**src/rtl/ep_pkg.sv**
```systemverilog
package ep_pkg;
  typedef struct packed {
    logic sel;   // bit 3: transmit buffer selected
    logic zl;    // bit 2: zero-length command
    logic dir;   // bit 1: direction strobe
    logic req;   // bit 0: request
  } ctl_t;

  localparam int STAT_ERR = 4;
  localparam int STAT_RDY = 6;
  localparam int STAT_ZLP = 7;
endpackage

```
**src/rtl/ep_byte_fifo.sv**
```systemverilog
module ep_byte_fifo #(
  parameter int DEPTH = 8,
  parameter int W     = 8,
  localparam int AW   = (DEPTH > 1) ? $clog2(DEPTH) : 1,
  localparam int CW   = $clog2(DEPTH + 1)
) (
  input  logic          clk,
  input  logic          rst_n,
  input  logic          push,
  input  logic [W-1:0]  din,
  input  logic          pop,
  input  logic          clear,
  output logic [W-1:0]  dout,
  output logic [CW-1:0] count
);
  logic [W-1:0]  mem [DEPTH];
  logic [AW-1:0] wr_q, wr_d, rd_q, rd_d;
  logic [CW-1:0] cnt_q, cnt_d;

  function automatic logic [AW-1:0] step(input logic [AW-1:0] p);
    return (p == AW'(DEPTH - 1)) ? '0 : p + 1'b1;
  endfunction

  always_comb begin
    wr_d  = wr_q;
    rd_d  = rd_q;
    cnt_d = cnt_q;
    if (clear) begin
      wr_d  = '0;
      rd_d  = '0;
      cnt_d = '0;
    end else begin
      if (push) wr_d = step(wr_q);
      if (pop)  rd_d = step(rd_q);
      cnt_d = cnt_q + CW'(push) - CW'(pop);
    end
  end

  always_ff @(posedge clk or negedge rst_n) begin
    if (!rst_n) begin
      wr_q  <= '0;
      rd_q  <= '0;
      cnt_q <= '0;
    end else begin
      wr_q  <= wr_d;
      rd_q  <= rd_d;
      cnt_q <= cnt_d;
    end
  end

  always_ff @(posedge clk) begin
    if (push && !clear) mem[wr_q] <= din;
  end

  assign dout  = mem[rd_q];
  assign count = cnt_q;

  // the gating in front of this buffer never pushes into a full buffer
  a_r11_no_overflow: assert property (@(posedge clk) disable iff (!rst_n)
    (push && !pop && !clear) |-> (cnt_q != CW'(DEPTH)));
  // the gating never pops an empty buffer
  a_r6_no_underflow: assert property (@(posedge clk) disable iff (!rst_n)
    (pop && !clear) |-> (cnt_q != '0));
endmodule

```
**src/rtl/ep_pace_timer.sv**
```systemverilog
module ep_pace_timer #(
  parameter int GAP  = 500,
  localparam int CW  = $clog2(GAP + 1)
) (
  input  logic clk,
  input  logic rst_n,
  input  logic load,
  output logic busy
);
  logic [CW-1:0] cnt_q, cnt_d;

  always_comb begin
    cnt_d = cnt_q;
    if (load)              cnt_d = CW'(GAP);
    else if (cnt_q != '0)  cnt_d = cnt_q - 1'b1;
  end

  always_ff @(posedge clk or negedge rst_n) begin
    if (!rst_n) cnt_q <= '0;
    else        cnt_q <= cnt_d;
  end

  assign busy = (cnt_q != '0);
endmodule

```
**src/rtl/ep_fifo_port.sv**
```systemverilog
module ep_fifo_port #(
  parameter int DEPTH = 8,
  parameter int GAP   = 500,
  parameter int W     = 8,
  localparam int CW   = $clog2(DEPTH + 1)
) (
  input  logic         clk,
  input  logic         rst_n,
  input  logic         ctl_we,
  input  logic [7:0]   ctl_wdata,
  output logic [7:0]   ctl_rdata,
  input  logic         dat_re,
  output logic [W-1:0] dat_rdata,
  input  logic         dat_we,
  input  logic [W-1:0] dat_wdata,
  input  logic         rx_push,
  input  logic [W-1:0] rx_byte,
  input  logic         rx_end,
  output logic         rx_free,
  input  logic         tx_pop,
  input  logic         tx_done,
  output logic [W-1:0] tx_byte,
  output logic         tx_valid,
  output logic         tx_empty_pkt
);
  import ep_pkg::*;

  ctl_t ctl_q, ctl_d, ctl_in;
  logic rx_pend_q, rx_pend_d, rx_zlp_q, rx_zlp_d;
  logic tx_pend_q, tx_pend_d, err_q, err_d;
  logic [CW-1:0] rx_cnt, tx_cnt;
  logic busy, unused_hi;

  assign ctl_in    = ctl_t'(ctl_wdata[3:0]);
  assign unused_hi = ^ctl_wdata[7:4];

  // control edges
  logic req_rise, hold, dir_fall, dir_rise, commit, release_rx;
  assign req_rise   = ctl_we && ctl_in.req && !ctl_q.req;
  assign hold       = ctl_we && ctl_q.req && ctl_in.req;
  assign dir_fall   = hold && ctl_q.dir && !ctl_in.dir;
  assign dir_rise   = hold && !ctl_q.dir && ctl_in.dir;
  assign commit     = dir_fall && ctl_q.sel;
  assign release_rx = dir_rise && !ctl_q.sel;

  // readiness and access acceptance
  logic open, rd_go, wr_go, rdy_bit, zlp_bit, rd_acc, wr_acc, reject;
  assign open    = ctl_q.req && !busy;
  assign rd_go   = open && !ctl_q.sel && rx_pend_q && ((rx_cnt != '0) || rx_zlp_q);
  assign wr_go   = open && ctl_q.sel && !tx_pend_q && (tx_cnt != CW'(DEPTH));
  assign rdy_bit = wr_go || (open && !ctl_q.sel && rx_pend_q && (rx_cnt != '0));
  assign zlp_bit = open && !ctl_q.sel && rx_pend_q && rx_zlp_q;
  assign rd_acc  = dat_re && rd_go;
  assign wr_acc  = dat_we && wr_go;
  assign reject  = (dat_re || dat_we) && !rd_acc && !wr_acc;

  ep_pace_timer #(.GAP(GAP)) u_pace (
    .clk(clk), .rst_n(rst_n),
    .load(req_rise || rd_acc || wr_acc),
    .busy(busy)
  );

  // receive buffer
  logic rx_push_ok;
  assign rx_push_ok = rx_push && !rx_pend_q && (rx_cnt != CW'(DEPTH));

  ep_byte_fifo #(.DEPTH(DEPTH), .W(W)) u_rx (
    .clk(clk), .rst_n(rst_n),
    .push(rx_push_ok), .din(rx_byte),
    .pop(rd_acc && !rx_zlp_q), .clear(release_rx),
    .dout(dat_rdata), .count(rx_cnt)
  );

  // transmit buffer
  ep_byte_fifo #(.DEPTH(DEPTH), .W(W)) u_tx (
    .clk(clk), .rst_n(rst_n),
    .push(wr_acc), .din(dat_wdata),
    .pop(tx_pop && tx_pend_q && (tx_cnt != '0)),
    .clear((commit && ctl_in.zl) || (tx_done && tx_pend_q)),
    .dout(tx_byte), .count(tx_cnt)
  );

  // next state
  always_comb begin
    ctl_d     = ctl_we ? ctl_in : ctl_q;
    rx_pend_d = rx_pend_q;
    rx_zlp_d  = rx_zlp_q;
    tx_pend_d = tx_pend_q;
    err_d     = err_q;
    if (release_rx) begin
      rx_pend_d = 1'b0;
      rx_zlp_d  = 1'b0;
    end else if (rd_acc) begin
      rx_zlp_d  = 1'b0;
    end else if (rx_end && !rx_pend_q) begin
      rx_pend_d = 1'b1;
      rx_zlp_d  = (rx_cnt == '0) && !rx_push_ok;
    end
    if (commit)                    tx_pend_d = 1'b1;
    else if (tx_done && tx_pend_q) tx_pend_d = 1'b0;
    if (req_rise)    err_d = 1'b0;
    else if (reject) err_d = 1'b1;
  end

  always_ff @(posedge clk or negedge rst_n) begin
    if (!rst_n) begin
      ctl_q     <= '0;
      rx_pend_q <= 1'b0;
      rx_zlp_q  <= 1'b0;
      tx_pend_q <= 1'b0;
      err_q     <= 1'b0;
    end else begin
      ctl_q     <= ctl_d;
      rx_pend_q <= rx_pend_d;
      rx_zlp_q  <= rx_zlp_d;
      tx_pend_q <= tx_pend_d;
      err_q     <= err_d;
    end
  end

  assign ctl_rdata    = {zlp_bit, rdy_bit, 1'b0, err_q, ctl_q};
  assign rx_free      = !rx_pend_q;
  assign tx_valid     = tx_pend_q;
  assign tx_empty_pkt = tx_pend_q && (tx_cnt == '0);

  // settling window after a request edge and after an access
  a_r3_settle_req: assert property (@(posedge clk) disable iff (!rst_n)
    req_rise |=> !ctl_rdata[STAT_RDY]);
  a_r3_settle_access: assert property (@(posedge clk) disable iff (!rst_n)
    (rd_acc || wr_acc) |=> !ctl_rdata[STAT_RDY]);
  // zero-length status never shows together with ready
  a_r7_zlp_not_ready: assert property (@(posedge clk) disable iff (!rst_n)
    ctl_rdata[STAT_ZLP] |-> (!ctl_rdata[STAT_RDY] && rx_cnt == '0));
  // a pending receive packet is not grown by the engine
  a_r11_rx_frozen: assert property (@(posedge clk) disable iff (!rst_n)
    (rx_pend_q && !release_rx && !rd_acc) |=> $stable(rx_cnt));
  // a commit leaves a packet pending
  a_r9_commit_pends: assert property (@(posedge clk) disable iff (!rst_n)
    commit |=> tx_valid);
  // a refused access raises the error flag
  a_r10_reject_flag: assert property (@(posedge clk) disable iff (!rst_n)
    (reject && !req_rise) |=> ctl_rdata[STAT_ERR]);
endmodule

```
**config.mk**
```make
export PLATFORM = sky130hd
export DESIGN_NAME = ep_fifo_port
export DESIGN_NICKNAME = d
export VERILOG_FILES = /design/src/rtl/ep_pkg.sv /design/src/rtl/ep_byte_fifo.sv /design/src/rtl/ep_pace_timer.sv /design/src/rtl/ep_fifo_port.sv
export SDC_FILE = /design/constraint.sdc
export NUM_CORES = 1
export LEC_CHECK = 0
export BUFFER_PORTS_ARGS = -buffer_cell sky130_fd_sc_hd__buf_2
export CAP_MARGIN = 20
export CORE_MARGIN = 2
export CORE_UTILIZATION = 30
export CTS_CLUSTER_SIZE = 25
export DETAILED_ROUTE_END_ITERATION = 7
export GPL_TIMING_DRIVEN = 0
export SKIP_CTS_REPAIR_TIMING = 1
export SYNTH_ARGS = -nofsm -noshare
export SYNTH_HDL_FRONTEND = slang
export SYNTH_SLANG_ARGS = --single-unit
```
**constraint.sdc**
```tcl
create_clock -name clk -period 3 [get_ports clk]
set_input_delay 0.15 -clock clk [delete_from_list [all_inputs] [get_ports clk]]
set_output_delay 0.15 -clock clk [all_outputs]
set_load 0.01 [all_outputs]
```
# Word level (Yosys, flattened, before mapping)
# Memories as Yosys holds them, arrays and structs flattened.
# Index checks and enable logic that the tools add are counted.
# totals
ff_bits	37
mem_bits_rw	128
in_bits	33
output_inout_bits	27
mem_count	2
# classes
addsub	9
n_eq_ne	7
mux	30
n_reduce_logical	69
# memory_table
memory	depth	word_bits	read_ports	rd_clocked_by_memory_dff	write_ports	line_no	rtl
u_rx.mem	8	8	1	0	1	ep_byte_fifo.sv:16	logic [W-1:0] mem [DEPTH];
u_tx.mem	8	8	1	0	1	ep_byte_fifo.sv:16	
# op_table
op	count
3-bit two-way mux	12
1-bit logical AND	35
9-bit two-way mux	2
2-bit nonzero test	8
1-bit two-way mux	14
1-bit zero test	13
3-bit by 1-bit adder with 3-bit output (second input constant)	4
3-bit equality test (second input constant)	4
9-bit nonzero test	1
9-bit by 1-bit subtractor with 9-bit output (second input constant)	1
4-bit by 1-bit adder with 4-bit output	2
4-bit zero test	2
4-bit two-way mux	2
4-bit inequality test (second input constant)	2
4-bit nonzero test	2
4-bit by 1-bit subtractor with 4-bit output	2
1-bit logical OR	6
3-bit nonzero test	1
2-bit by 1-bit inequality test with 1-bit output (second input constant)	1
2-bit AND reduction	1

# Depth between registers and ports, before layout
# depth
depth_word	12
ltp_mapped	13

# Hierarchy
# From an unflattened synthesis, not the netlist that was laid out.
# unflattened
hier_cells	419
area_unflattened_um2	7209.4
# modules_own_cells
mod	instances	cells_each	area_each_um2
ep_byte_fifo at u_tx	1	158	3106.7
ep_byte_fifo at u_rx	1	158	3104.2
ep_fifo_port	1	52	500.5
ep_pace_timer	1	51	498.0

# Least setup slack after synthesis
# Ideal clock, no wire load.
# synth_path
path_kind	reg-to-reg
startpoint	reg u_pace.cnt_q[0]
endpoint	mem u_tx.mem[1][0], enable pin
setup_ns	0.383
arrival_time_ns	2.174
required_ns	2.617
setup_slack_ns	0.443
stages_incl_launch_ff	7
n_path_buf	0
synth_period_minus_slack_ns	2.557
cell_sequence	dfrtp_1 > inv_1 > ha_1 > nor4b_4 > nand3_2 > or4_4 > nor3_1
# synth_between
elab_chain_cells	10
# synth_lines
element	line_no	rtl
start: declaration	ep_pace_timer.sv:10	logic [CW-1:0] cnt_q, cnt_d;
start signal: assignment	ep_pace_timer.sv:20	else cnt_q <= cnt_d;
9-bit nonzero test	ep_pace_timer.sv:23	assign busy = (cnt_q != '0);
1-bit zero test	ep_fifo_port.sv:48	assign open = ctl_q.req && !busy;
1-bit logical AND	ep_fifo_port.sv:48	
1-bit logical AND (3 in a row)	ep_fifo_port.sv:50	assign wr_go = open && ctl_q.sel && !tx_pend_q && (tx_cnt != CW'(DEPTH));
1-bit logical AND	ep_fifo_port.sv:54	assign wr_acc = dat_we && wr_go;
1-bit logical AND	ep_byte_fifo.sv:52	if (push && !clear) mem[wr_q] <= din;
1-bit two-way mux	ep_byte_fifo.sv:52	
1-bit two-way mux (implied by the code)	ep_byte_fifo.sv:52	
end: declaration	ep_byte_fifo.sv:16	
# No other way between the ends.

# Final worst setup path
# layout_path
startpoint	reg u_pace.cnt_q[0]
endpoint	mem u_tx.mem[1][1], enable pin
# The elaborated chain is that of the path after synthesis.

==> reports/metrics.cfg <==
[global_route]
grt_max_degree=38
gr-total-overflow=0
met1_usage_pct=13.92
grt_pass1_vias=4193
grt_pass1_wl_mm=22.31
antenna_found_initial=1
grt_use_met3_pct=3.093
top_usage_layer=met2
grt.total_usage_pct=12.04
gr-usage-met2_pct=21.76

[logic_synthesis]
async_flop_share_pct=22.42
yosysTopAreaCellShare_pct=53.87
syn_area_per_cell_um2=16.40
seq_area_frac_synth_pct=66.84
synth.distinct_cells=52
ys_warn_count=0
syn_nets=492
netlist_top_cells_area=edfxtp_1 54%, dfrtp_1 13%, mux4_2 10%
ys_seq_elements=165
synth_edf_count=128
synth_area_leader_cell=edfxtp_1
syn_area_um2=7136
syn_inst=435
synthFlopType=edfxtp_1

[hold_path]
holdCritPathClass=input pin to register
whs_endpoint=u_rx.mem[6][4]$_DFFE_PP_
min_from=rx_byte[4]
hold_path_depth=1

[pwr]
leakagePower_nw=3.061
ir_drop_mv=0.3355
power_density_nw_per_um2=693.2
power_w=0.005889

[worst_setup_path]
timing.rr.end=u_tx.mem[1][1]$_DFFE_PP_
path_class=register to register
worstPathArrival_ns=2.96
end_kind=register
r2r_slack_ns=0.16
cpPeakStageDelay_ns=0.55
path_cells=inv_1 > ha_1 > nor4b_4 > nand3_2 > or4_4 > nor3_1 > buf_2
worstRegToRegCells=7
critical_path.startpoint=u_pace.cnt_q[0]$_DFFE_PN0P_
required_ns=3.12
startpoint_type=register
slowest_stage=or4_4
path_max_fanout=6
r2r_start=u_pace.cnt_q[0]$_DFFE_PN0P_

[floorplan]
start_util_pct=30.49
die_area_um2=25040
core_area_um2=23400
rows=56
die_height_um=158.2
num_io_pins=60
die_w_um=158.2

[final_layout]
area_delta_synth_final_pct=19.06
layout_common_cells=128 x edfxtp_1, 62 x buf_2, 37 x dfrtp_1
drive_gt1_share_pct=29.96
stdcell_count=855
final_util_pct=36.30
layout.nets=578
mostFrequentLayoutCell=edfxtp_1

[placement]
place_inst=812
place_hpwl_mm=9.763
gp_congestion=0.7380
portBuffers=54

[detailed_routing]
drtPass1Iterations=4
post_drt_wl_per_cell_um=16.84
num_vias=3941
drc=0
wirelength_mm=14.40
vias_per_cell=4.609
first_iter_violations=289
ant_nets=0

[outcome]
violations=negative hold slack
run_status=complete, but fails checks

[clocking]
cts_tree=built
cts.clk_slew.worst_paths_ns=0.07
cts_max_level=4
cts_buffers=17
cts.sinks=165
root_buffer=clkbuf_16
clkLatencyLatePin_ns=0.42
clk_path_buf_depth=2

[sta]
fin_crit_sh_pct=94.62
post-route-min-period_ns=2.839
fin_worst_skew_ns=0.009617
finalSetupViolCount=0
hold_violations=8
timing.hold.ws_ns=-0.001629
maxSlewViolCount=0
worstMarginPinSlew_ns=0.8719
clock.fmax_mhz=352.3
slew_headroom_pct=41.66
rsz0062_at_grt=yes

[job]
maxCapViolations=0

-- per-stage QoR --
step	area [um2]	TNS (ns)	worst slack [ns]
3_5_place_dp	7825	0	0.06021
4_1_cts	8382	0	0.05595
3_3_place_gp	7805	-3.703	-0.2382
6_report	8496	0	0.1613
2_1_floorplan	7136	0	0.4429
5_1_grt	8491	-0.2112	-0.01934
-- report_power, final --
part | internal [W] | total [W] | switching [W]
Combinational | 0.000537 | 0.00109 | 0.000551
Clock | 0.00109 | 0.00206 | 0.000964
Sequential | 0.00260 | 0.00274 | 0.000142
Total | 0.00423 | 0.00589 | 0.00166
-- cells in the mapped netlist, types with 2 or more instances --
library cell / number
a21o_1: 2
a21oi_1: 11
and2_1: 4
and3_1: 5
and3b_1: 3
buf_1: 2
buf_2: 4
buf_4: 4
clkbuf_1: 8
dfrtp_1: 37
edfxtp_1: 128
fa_1: 2
ha_1: 22
inv_1: 21
mux2_2: 19
mux2i_1: 7
mux4_2: 32
nand2_1: 16
nand2b_1: 6
nand3_1: 6
nand3b_1: 3
nand4b_1: 2
nor2_1: 38
nor3_1: 8
nor3b_1: 3
o21ai_0: 9
or4_1: 2
or4_4: 2
xnor2_1: 6
-- sequential cells by signal (all words and copies together) (netlist names) --
register,count
u_rx.mem,64
u_tx.mem,64
u_pace.cnt_q,9
ctl_rdata,4
u_rx.count,4
u_tx.count,4
u_rx.rd_q,3
u_rx.wr_q,3
u_tx.rd_q,3
u_tx.wr_q,3
err_q,1
rx_pend_q,1
rx_zlp_q,1
tx_valid,1
-- cells by family (layout without fill, tap and decap cells) --
logic type      after synthesis  in the layout  synth area share [%]
compound gates               36             36                 3.332
buf+inv                      39            138                 2.332
xor+xnor                      6              6                0.7364
simple gates                106            106                 8.206
mux                          58             58                 14.08
fa+ha+maj                    24             24                 4.419
other cells                   1              3               0.05255
flops                       165            165                 66.84
-- area by class of cell --
cell class	count	area, um2
Multi-Input combinational cell	231	2212
Sequential cell	165	4770
Antenna cell	2	5.005
Buffer	17	83.83
Inverter	21	78.83
Tap cell	319	399.1
Clock buffer	17	425.4
Fill cell	2231	14910
Clock inverter	15	131.4
Timing Repair Buffer	68	390.4
-- metal layers --
layer	part of all wire, %	vias to the layer above	wire length [um]
met3	3.2	16	463
met2	54	65	7722
met4	1.5	0	214
met5	0	-	0
met1	42	2008	6001
li1	-	1852	-
-- critical path, delay by kind of cell (launching register included) --
kind	cells	cell delay [ns]
DFF	1	0.42
and+or+nand+nor	4	1.57
adders and majority gates	1	0.15
buffers and inverters	2	0.40
-- worst max path at each step --
stage,endpoint,slack [ns],cells after the start
after floorplan,u_tx.mem[1][0]$_DFFE_PP_,0.44,6
after global placement,u_tx.mem[0][1]$_DFFE_PP_,-0.24,6
after detailed placement,u_tx.mem[0][1]$_DFFE_PP_,0.06,7
after CTS,u_tx.mem[0][1]$_DFFE_PP_,0.06,7
after global routing,u_tx.mem[3][4]$_DFFE_PP_,-0.02,6
final,u_tx.mem[1][1]$_DFFE_PP_,0.16,7
No activity file was read; power rests on OpenSTA's default activity.
